File: src/rtl/bat_pkg.sv
package bat_pkg;
  localparam int BAT_AW = 32;

  typedef logic [BAT_AW-1:0] bat_addr_t;

  typedef struct packed {
    bat_addr_t   base;
    bat_addr_t   mask;
    bat_addr_t   phys;
    logic        sv;
    logic        uv;
    logic [1:0]  prot;
  } bat_entry_t;

  function automatic logic bat_enabled(input logic sv, input logic uv, input logic user);
    return user ? uv : sv;
  endfunction

  function automatic logic bat_covers(input bat_addr_t addr, input bat_addr_t base,
                                      input bat_addr_t mask);
    return (addr & mask) == base;
  endfunction

  function automatic bat_addr_t bat_map(input bat_addr_t addr, input bat_addr_t phys,
                                        input bat_addr_t mask);
    return phys | (addr & ~mask);
  endfunction

  function automatic logic bat_can_read(input logic [1:0] prot);
    return prot != 2'd0;
  endfunction

  function automatic logic bat_can_write(input logic [1:0] prot);
    return prot[1];
  endfunction
endpackage

File: src/rtl/bat_entry_bank.sv
module bat_entry_bank
  import bat_pkg::*;
#(
  parameter int NUM_ENT = 8,
  localparam int IDX_W = $clog2(NUM_ENT)
) (
  input  logic             clk,
  input  logic             rst_n,
  input  logic             wr_en,
  input  logic [IDX_W-1:0] wr_idx,
  input  bat_entry_t       wr_entry,
  input  logic [IDX_W-1:0] rd_idx,
  output bat_entry_t       rd_entry
);
  bat_entry_t ent_arr [NUM_ENT];

  for (genvar g = 0; g < NUM_ENT; g++) begin : g_ent
    bat_entry_t ent_q;
    always_ff @(posedge clk) begin
      if (!rst_n) begin
        ent_q <= '0;
      end else if (wr_en && wr_idx == IDX_W'(g)) begin
        ent_q <= wr_entry;
      end
    end
    assign ent_arr[g] = ent_q;
  end

  assign rd_entry = ent_arr[rd_idx];
endmodule

File: src/rtl/bat_qualify.sv
module bat_qualify
  import bat_pkg::*;
(
  input  bat_entry_t ent,
  input  bat_addr_t  addr,
  input  logic       user,
  input  logic       write,
  output logic       qual,
  output bat_addr_t  phys,
  output logic       rd_ok,
  output logic       wr_ok
);
  logic en_ok, cov_ok;

  always_comb begin
    en_ok  = bat_enabled(ent.sv, ent.uv, user);
    cov_ok = bat_covers(addr, ent.base, ent.mask);
    rd_ok  = bat_can_read(ent.prot);
    wr_ok  = bat_can_write(ent.prot);
    phys   = bat_map(addr, ent.phys, ent.mask);
    qual   = en_ok && cov_ok && rd_ok && (!write || wr_ok);
  end
endmodule

File: src/rtl/bat_scan_ctl.sv
module bat_scan_ctl #(
  parameter int NUM_ENT = 8,
  localparam int IDX_W = $clog2(NUM_ENT)
) (
  input  logic             clk,
  input  logic             rst_n,
  input  logic             start,
  input  logic             qual,
  output logic             busy,
  output logic [IDX_W-1:0] idx,
  output logic             accept,
  output logic             finish,
  output logic             found
);
  logic last;

  always_comb begin
    accept = start && !busy;
    last   = idx == IDX_W'(NUM_ENT - 1);
    found  = busy && qual;
    finish = busy && (qual || last);
  end

  always_ff @(posedge clk) begin
    if (!rst_n) begin
      busy <= 1'b0;
      idx  <= '0;
    end else if (accept) begin
      busy <= 1'b1;
      idx  <= '0;
    end else if (finish) begin
      busy <= 1'b0;
    end else if (busy) begin
      idx  <= idx + 1'b1;
    end
  end
endmodule

File: src/rtl/bat_xlate.sv
module bat_xlate
  import bat_pkg::*;
#(
  parameter int NUM_ENT = 8,
  localparam int IDX_W = $clog2(NUM_ENT),
  localparam int AW = BAT_AW
) (
  input  logic             clk,
  input  logic             rst_n,
  input  logic             wr_en,
  input  logic             wr_bank,
  input  logic [IDX_W-1:0] wr_idx,
  input  logic [AW-1:0]    wr_base,
  input  logic [AW-1:0]    wr_mask,
  input  logic [AW-1:0]    wr_phys,
  input  logic             wr_sv,
  input  logic             wr_uv,
  input  logic [1:0]       wr_prot,
  input  logic             lk_start,
  input  logic [AW-1:0]    lk_addr,
  input  logic             lk_data,
  input  logic             lk_user,
  input  logic             lk_write,
  output logic             busy,
  output logic             done,
  output logic             hit,
  output logic             miss,
  output logic [AW-1:0]    phys_addr,
  output logic             may_read,
  output logic             may_write
);
  bat_entry_t       wr_entry;
  bat_entry_t       bank_rd [2];
  bat_entry_t       cur_ent;
  logic [IDX_W-1:0] scan_idx;
  logic             accept, finish, found, qual;
  bat_addr_t        addr_q, cand_phys;
  logic             data_q, user_q, write_q;
  logic             cand_rd, cand_wr;

  assign wr_entry = '{base: wr_base, mask: wr_mask, phys: wr_phys,
                      sv: wr_sv, uv: wr_uv, prot: wr_prot};

  for (genvar b = 0; b < 2; b++) begin : g_bank
    bat_entry_bank #(.NUM_ENT(NUM_ENT)) u_bank (
      .clk      (clk),
      .rst_n    (rst_n),
      .wr_en    (wr_en && (wr_bank == b[0])),
      .wr_idx   (wr_idx),
      .wr_entry (wr_entry),
      .rd_idx   (scan_idx),
      .rd_entry (bank_rd[b])
    );
  end

  assign cur_ent = bank_rd[data_q];

  bat_qualify u_qual (
    .ent   (cur_ent),
    .addr  (addr_q),
    .user  (user_q),
    .write (write_q),
    .qual  (qual),
    .phys  (cand_phys),
    .rd_ok (cand_rd),
    .wr_ok (cand_wr)
  );

  bat_scan_ctl #(.NUM_ENT(NUM_ENT)) u_ctl (
    .clk    (clk),
    .rst_n  (rst_n),
    .start  (lk_start),
    .qual   (qual),
    .busy   (busy),
    .idx    (scan_idx),
    .accept (accept),
    .finish (finish),
    .found  (found)
  );

  always_ff @(posedge clk) begin
    if (!rst_n) begin
      addr_q  <= '0;
      data_q  <= 1'b0;
      user_q  <= 1'b0;
      write_q <= 1'b0;
    end else if (accept) begin
      addr_q  <= lk_addr;
      data_q  <= lk_data;
      user_q  <= lk_user;
      write_q <= lk_write;
    end
  end

  always_ff @(posedge clk) begin
    if (!rst_n) begin
      done      <= 1'b0;
      hit       <= 1'b0;
      miss      <= 1'b0;
      phys_addr <= '0;
      may_read  <= 1'b0;
      may_write <= 1'b0;
    end else begin
      done <= finish;
      hit  <= found;
      miss <= finish && !found;
      if (found) begin
        phys_addr <= cand_phys;
        may_read  <= cand_rd;
        may_write <= cand_wr;
      end else if (finish) begin
        phys_addr <= '0;
        may_read  <= 1'b0;
        may_write <= 1'b0;
      end
    end
  end
endmodule

File: config.mk
export PLATFORM = sky130hd
export DESIGN_NAME = bat_xlate
export DESIGN_NICKNAME = d
export VERILOG_FILES = /design/src/rtl/bat_pkg.sv /design/src/rtl/bat_entry_bank.sv /design/src/rtl/bat_qualify.sv /design/src/rtl/bat_scan_ctl.sv /design/src/rtl/bat_xlate.sv
export SDC_FILE = /design/constraint.sdc
export NUM_CORES = 2
export LEC_CHECK = 0
export CORE_ASPECT_RATIO = 1.1
export CORE_MARGIN = 3
export CORE_UTILIZATION = 51
export CTS_CLUSTER_DIAMETER = 40
export CTS_CLUSTER_SIZE = 24
export DETAILED_ROUTE_END_ITERATION = 12
export HOLD_SLACK_MARGIN = 0.03
export PLACE_DENSITY = 0.71
export RECOVER_POWER = 25
export SLEW_MARGIN = 20
export SYNTH_ARGS = -nofsm -noshare
export SYNTH_HDL_FRONTEND = slang
export SYNTH_SLANG_ARGS = --single-unit
File: constraint.sdc
create_clock -name clk -period 4.5 [get_ports clk]
set_input_delay 1.35 -clock clk [delete_from_list [all_inputs] [get_ports clk]]
set_output_delay 1.35 -clock clk [all_outputs]
set_load 0.05 [all_outputs]
==> results_dict.tcl <==
set metrics [dict create \
    status "complete, but fails checks" \
    violations "capacitance limit, slew limit, setup timing" \
    stdcell_count 10400 \
    hp-start "g_bank[0].u_bank.ent_arr[554]" \
    num-fill-cells 12300 \
    cts_htree_levels 4 \
    drive_gt1_share_pct 12.6 \
    finish.instance_area_um2 86200 \
    setup_viol 1 \
    antenna_found_initial 33 \
    grt_pass1_wl_um 399000 \
    worst-r2r-setup-slack_ns 0.19 \
    ys_seq_area_share_pct 44.3 \
    cts_resized 0 \
    die_w_um 373 \
    finalHoldViolCount 0 \
    grt_usage_pct 34.5 \
    startpoint_type "primary input" \
    post-route-min-period_ns 4.50 \
    p_leak_uw 0.0275 \
    synth.distinct_cells 74 \
    max_slew_margin_pct -100 \
    synth-simple-area-share_pct 17.9 \
    synth_flop_cell "dfxtp_1" \
    dieHeight_um 410 \
    synthAdderAreaFrac_pct 0.0331 \
    ir_drop_v 0.000346 \
    cts_setup_buffers 0 \
    hold_depth 2 \
    grt_pass1_vias 61700 \
    drt_wl_total_um 271000 \
    crit_required_ns 5.27 \
    via_count 63500 \
    critPathSlowestCell "clkbuf_2" \
    die_area_um2 153000 \
    slowest_delay_ns 2.03 \
    drt_iter0_drc 7780 \
    ctsRootBufferMaster "clkbuf_16" \
    syn_area_per_cell_um2 8.88 \
    holdPathEnd "g_bank[0].u_bank.ent_arr[554]" \
    holdCritPathClass "reg2reg" \
    drv_cap 12 \
    synth_xor_area_share_pct 0.116 \
    dp_hpwl_um 158000 \
    place_area_um2 79600 \
    multi_input_area_um2 38500 \
    drc 0 \
    grt-ovfl-total 0 \
    synthMuxAreaShare_pct 14.0 \
    skew_ns 0.0315 \
    synth_compound_area_share_pct 18.5 \
    holdBufCountCts 0 \
    path_cells "dlygate4sd3_1 > nor2_1 > clkbuf_2 > nand2_1 > clkbuf_2 > nand2_1 > a21boi_0" \
    drt_pass1_iterations 6 \
    num_rows 147 \
    final_max_slew_viol_count 409 \
    dp.cells 10000 \
    rr_worst_depth 13 \
    post_drt_wl_per_cell_um 26.1 \
    synth-edff-count 0 \
    port_buffers 180 \
    dp_slack_ns 0.330 \
    clock_sinks 1676 \
    power_frac_comb_pct 6.2 \
    r2r_start "u_ctl.idx[0]" \
    clkTransAtPathRegs_ns 0.06 \
    cp_num_buf_inv 3 \
    synth_area_um2 75700 \
    p_sw_share_pct 25.0 \
    finalCritPeriodShare_pct 100 \
    cts_buffers 191 \
    nets 8411 \
    seq_area_um2 33600 \
    arrival_ns 5.27 \
    ant_nets 0 \
    insertion_delay_ns 0.85 \
    syn-num-nets 8675 \
    clk_path_buf_depth 3 \
    synth_top_family_by_area "compound AO/OA/AOI/OAI gates" \
    place_congestion 0.929 \
    internal-power_uw 25600 \
    tns_ns -0.000557 \
    timing.fmax_mhz 222 \
    seq_power_share_pct 44.5 \
    p_sw_uw 8530 \
    synth_seq_cells 1676 \
    critPathKind "in2reg" \
    viasPerCell 6.11 \
    io_pins 181 \
    cp_top_family "buffers and inverters" \
    initial_core_util_pct 51.6 \
    ys_warn_count 0 \
    rsz0062_at_grt "false" \
    fin_ws_ns -0.000557 \
    final_common_cell "nand2_1" \
    async_flop_share_pct 0 \
    p_clk_share_pct 49.3 \
    syn2layout_area_growth_pct 13.8 \
    synthCells 8530 \
    pwr_density_cell_nw_per_um2 396 \
    final_cell_mix "3321 x nand2_1, 1672 x dfxtp_1, 1639 x a21boi_0, 403 x mux4_2, 192 x clkbuf_16" \
    max_slew.worst_pin.slew_ns 3.00 \
    hold_slack_ns 0.459 \
    r2r_end "may_read" \
    grt_max_degree 159 \
    end_kind "flop" \
    crit_fanout 66 \
    core-area_um2 147000 \
    cts_tree "yes" \
]
Yosys cell counts, drive strengths merged, types with 8 or more instances:
cell type	instances	area share, %
and3	8	0.066
a31oi	16	0.15
dfxtp	1676	44
and2	12	0.099
mux4	403	12
clkbuf	770	3.8
a221oi	10	0.12
nor2	38	0.19
nand4	10	0.099
mux2i	133	1.8
nor3	11	0.073
inv	53	0.26
a21oi	37	0.24
o22ai	36	0.55
nand2	3328	17
nand3	24	0.16
nand2b	15	0.12
a22o	20	0.23
o21ai	14	0.093
a21boi	1640	16
a22oi	43	0.43
nor2b	17	0.14
mux2	17	0.25
buf	99	0.98
registers in the layout, indices dropped and copies added, names as in the netlist:
register	count
may_read	1
u_ctl.busy	1
phys_addr	32
g_bank.u_bank.ent_arr	1600
addr_q	32
u_ctl.idx	3
user_q	1
done	1
may_write	1
write_q	1
hit	1
data_q	1
miss	1
worst register-to-register path, delay by kind of cell, from the launching register on:
kind                   cells  cell delay (ns)
buffers and inverters      4             1.11
AO/OA/AOI/OAI              4             0.76
AND/OR/NAND/NOR            3             0.84
multiplexers               2             0.89
flip-flops                 1             0.63
power by group through the flow:
stage	clock network, uW	registers, uW	logic [uW]
after floorplan	0	15400	1370
after global placement	0	15500	2060
after detailed placement	0	15500	2090
after CTS	16900	15200	2090
after global routing	17500	15200	2230
final	16800	15200	2130
worst max path at each step:
stage	startpoint	to	slack (ns)	cells after the start
2_1_floorplan	u_ctl.idx[0]	phys_addr[2]	0.93	13
3_3_place_gp	u_ctl.idx[0]	phys_addr[2]	0.34	12
3_5_place_dp	u_ctl.idx[0]	may_read	0.33	13
4_1_cts	u_ctl.idx[0]	may_read	0.30	13
5_1_grt	wr_idx[2]	g_bank[1].u_bank.ent_arr[753]	0.08	7
6_report	wr_idx[2]	g_bank[1].u_bank.ent_arr[793]	-0.0006	7
routing by layer:
metal	vias up	routed length, um	global-route usage (%)
li1	28100	-	-
met1	30900	102000	43.5
met2	3582	122000	54.7
met3	925	29300	7.82
met4	10	17100	19.9
met5	-	69	0
layout make-up:
type	count	area share (%)
Tap cell	1937	2.81
Inverter	53	0.237
Clock inverter	138	2.17
Timing Repair Buffer	412	5.25
Clock buffer	220	5.84
Multi-Input combinational cell	5932	44.7
Antenna cell	22	0.0639
Sequential cell	1676	38.9
cells by family (layout without fill, tap and decap cells):
logic type / count (synthesis) / after routing
XOR/XNOR: 10 / 10
adder cells (fa/ha/maj): 2 / 2
buffers and inverters: 922 / 823
AND/OR/NAND/NOR: 3510 / 3510
other: 0 / 22
multiplexers: 553 / 553
AO/OA/AOI/OAI: 1857 / 1857
flip-flops: 1676 / 1676
metrics by stage:
stage | util [%] | total power [uW]
2_1_floorplan | - | 16800
3_3_place_gp | 54.2 | 17600
3_5_place_dp | 54.2 | 17600
4_1_cts | 58.9 | 34200
5_1_grt | 58.7 | 35000
6_report | 58.7 | 34100
No activity file was read; power rests on OpenSTA's default activity.
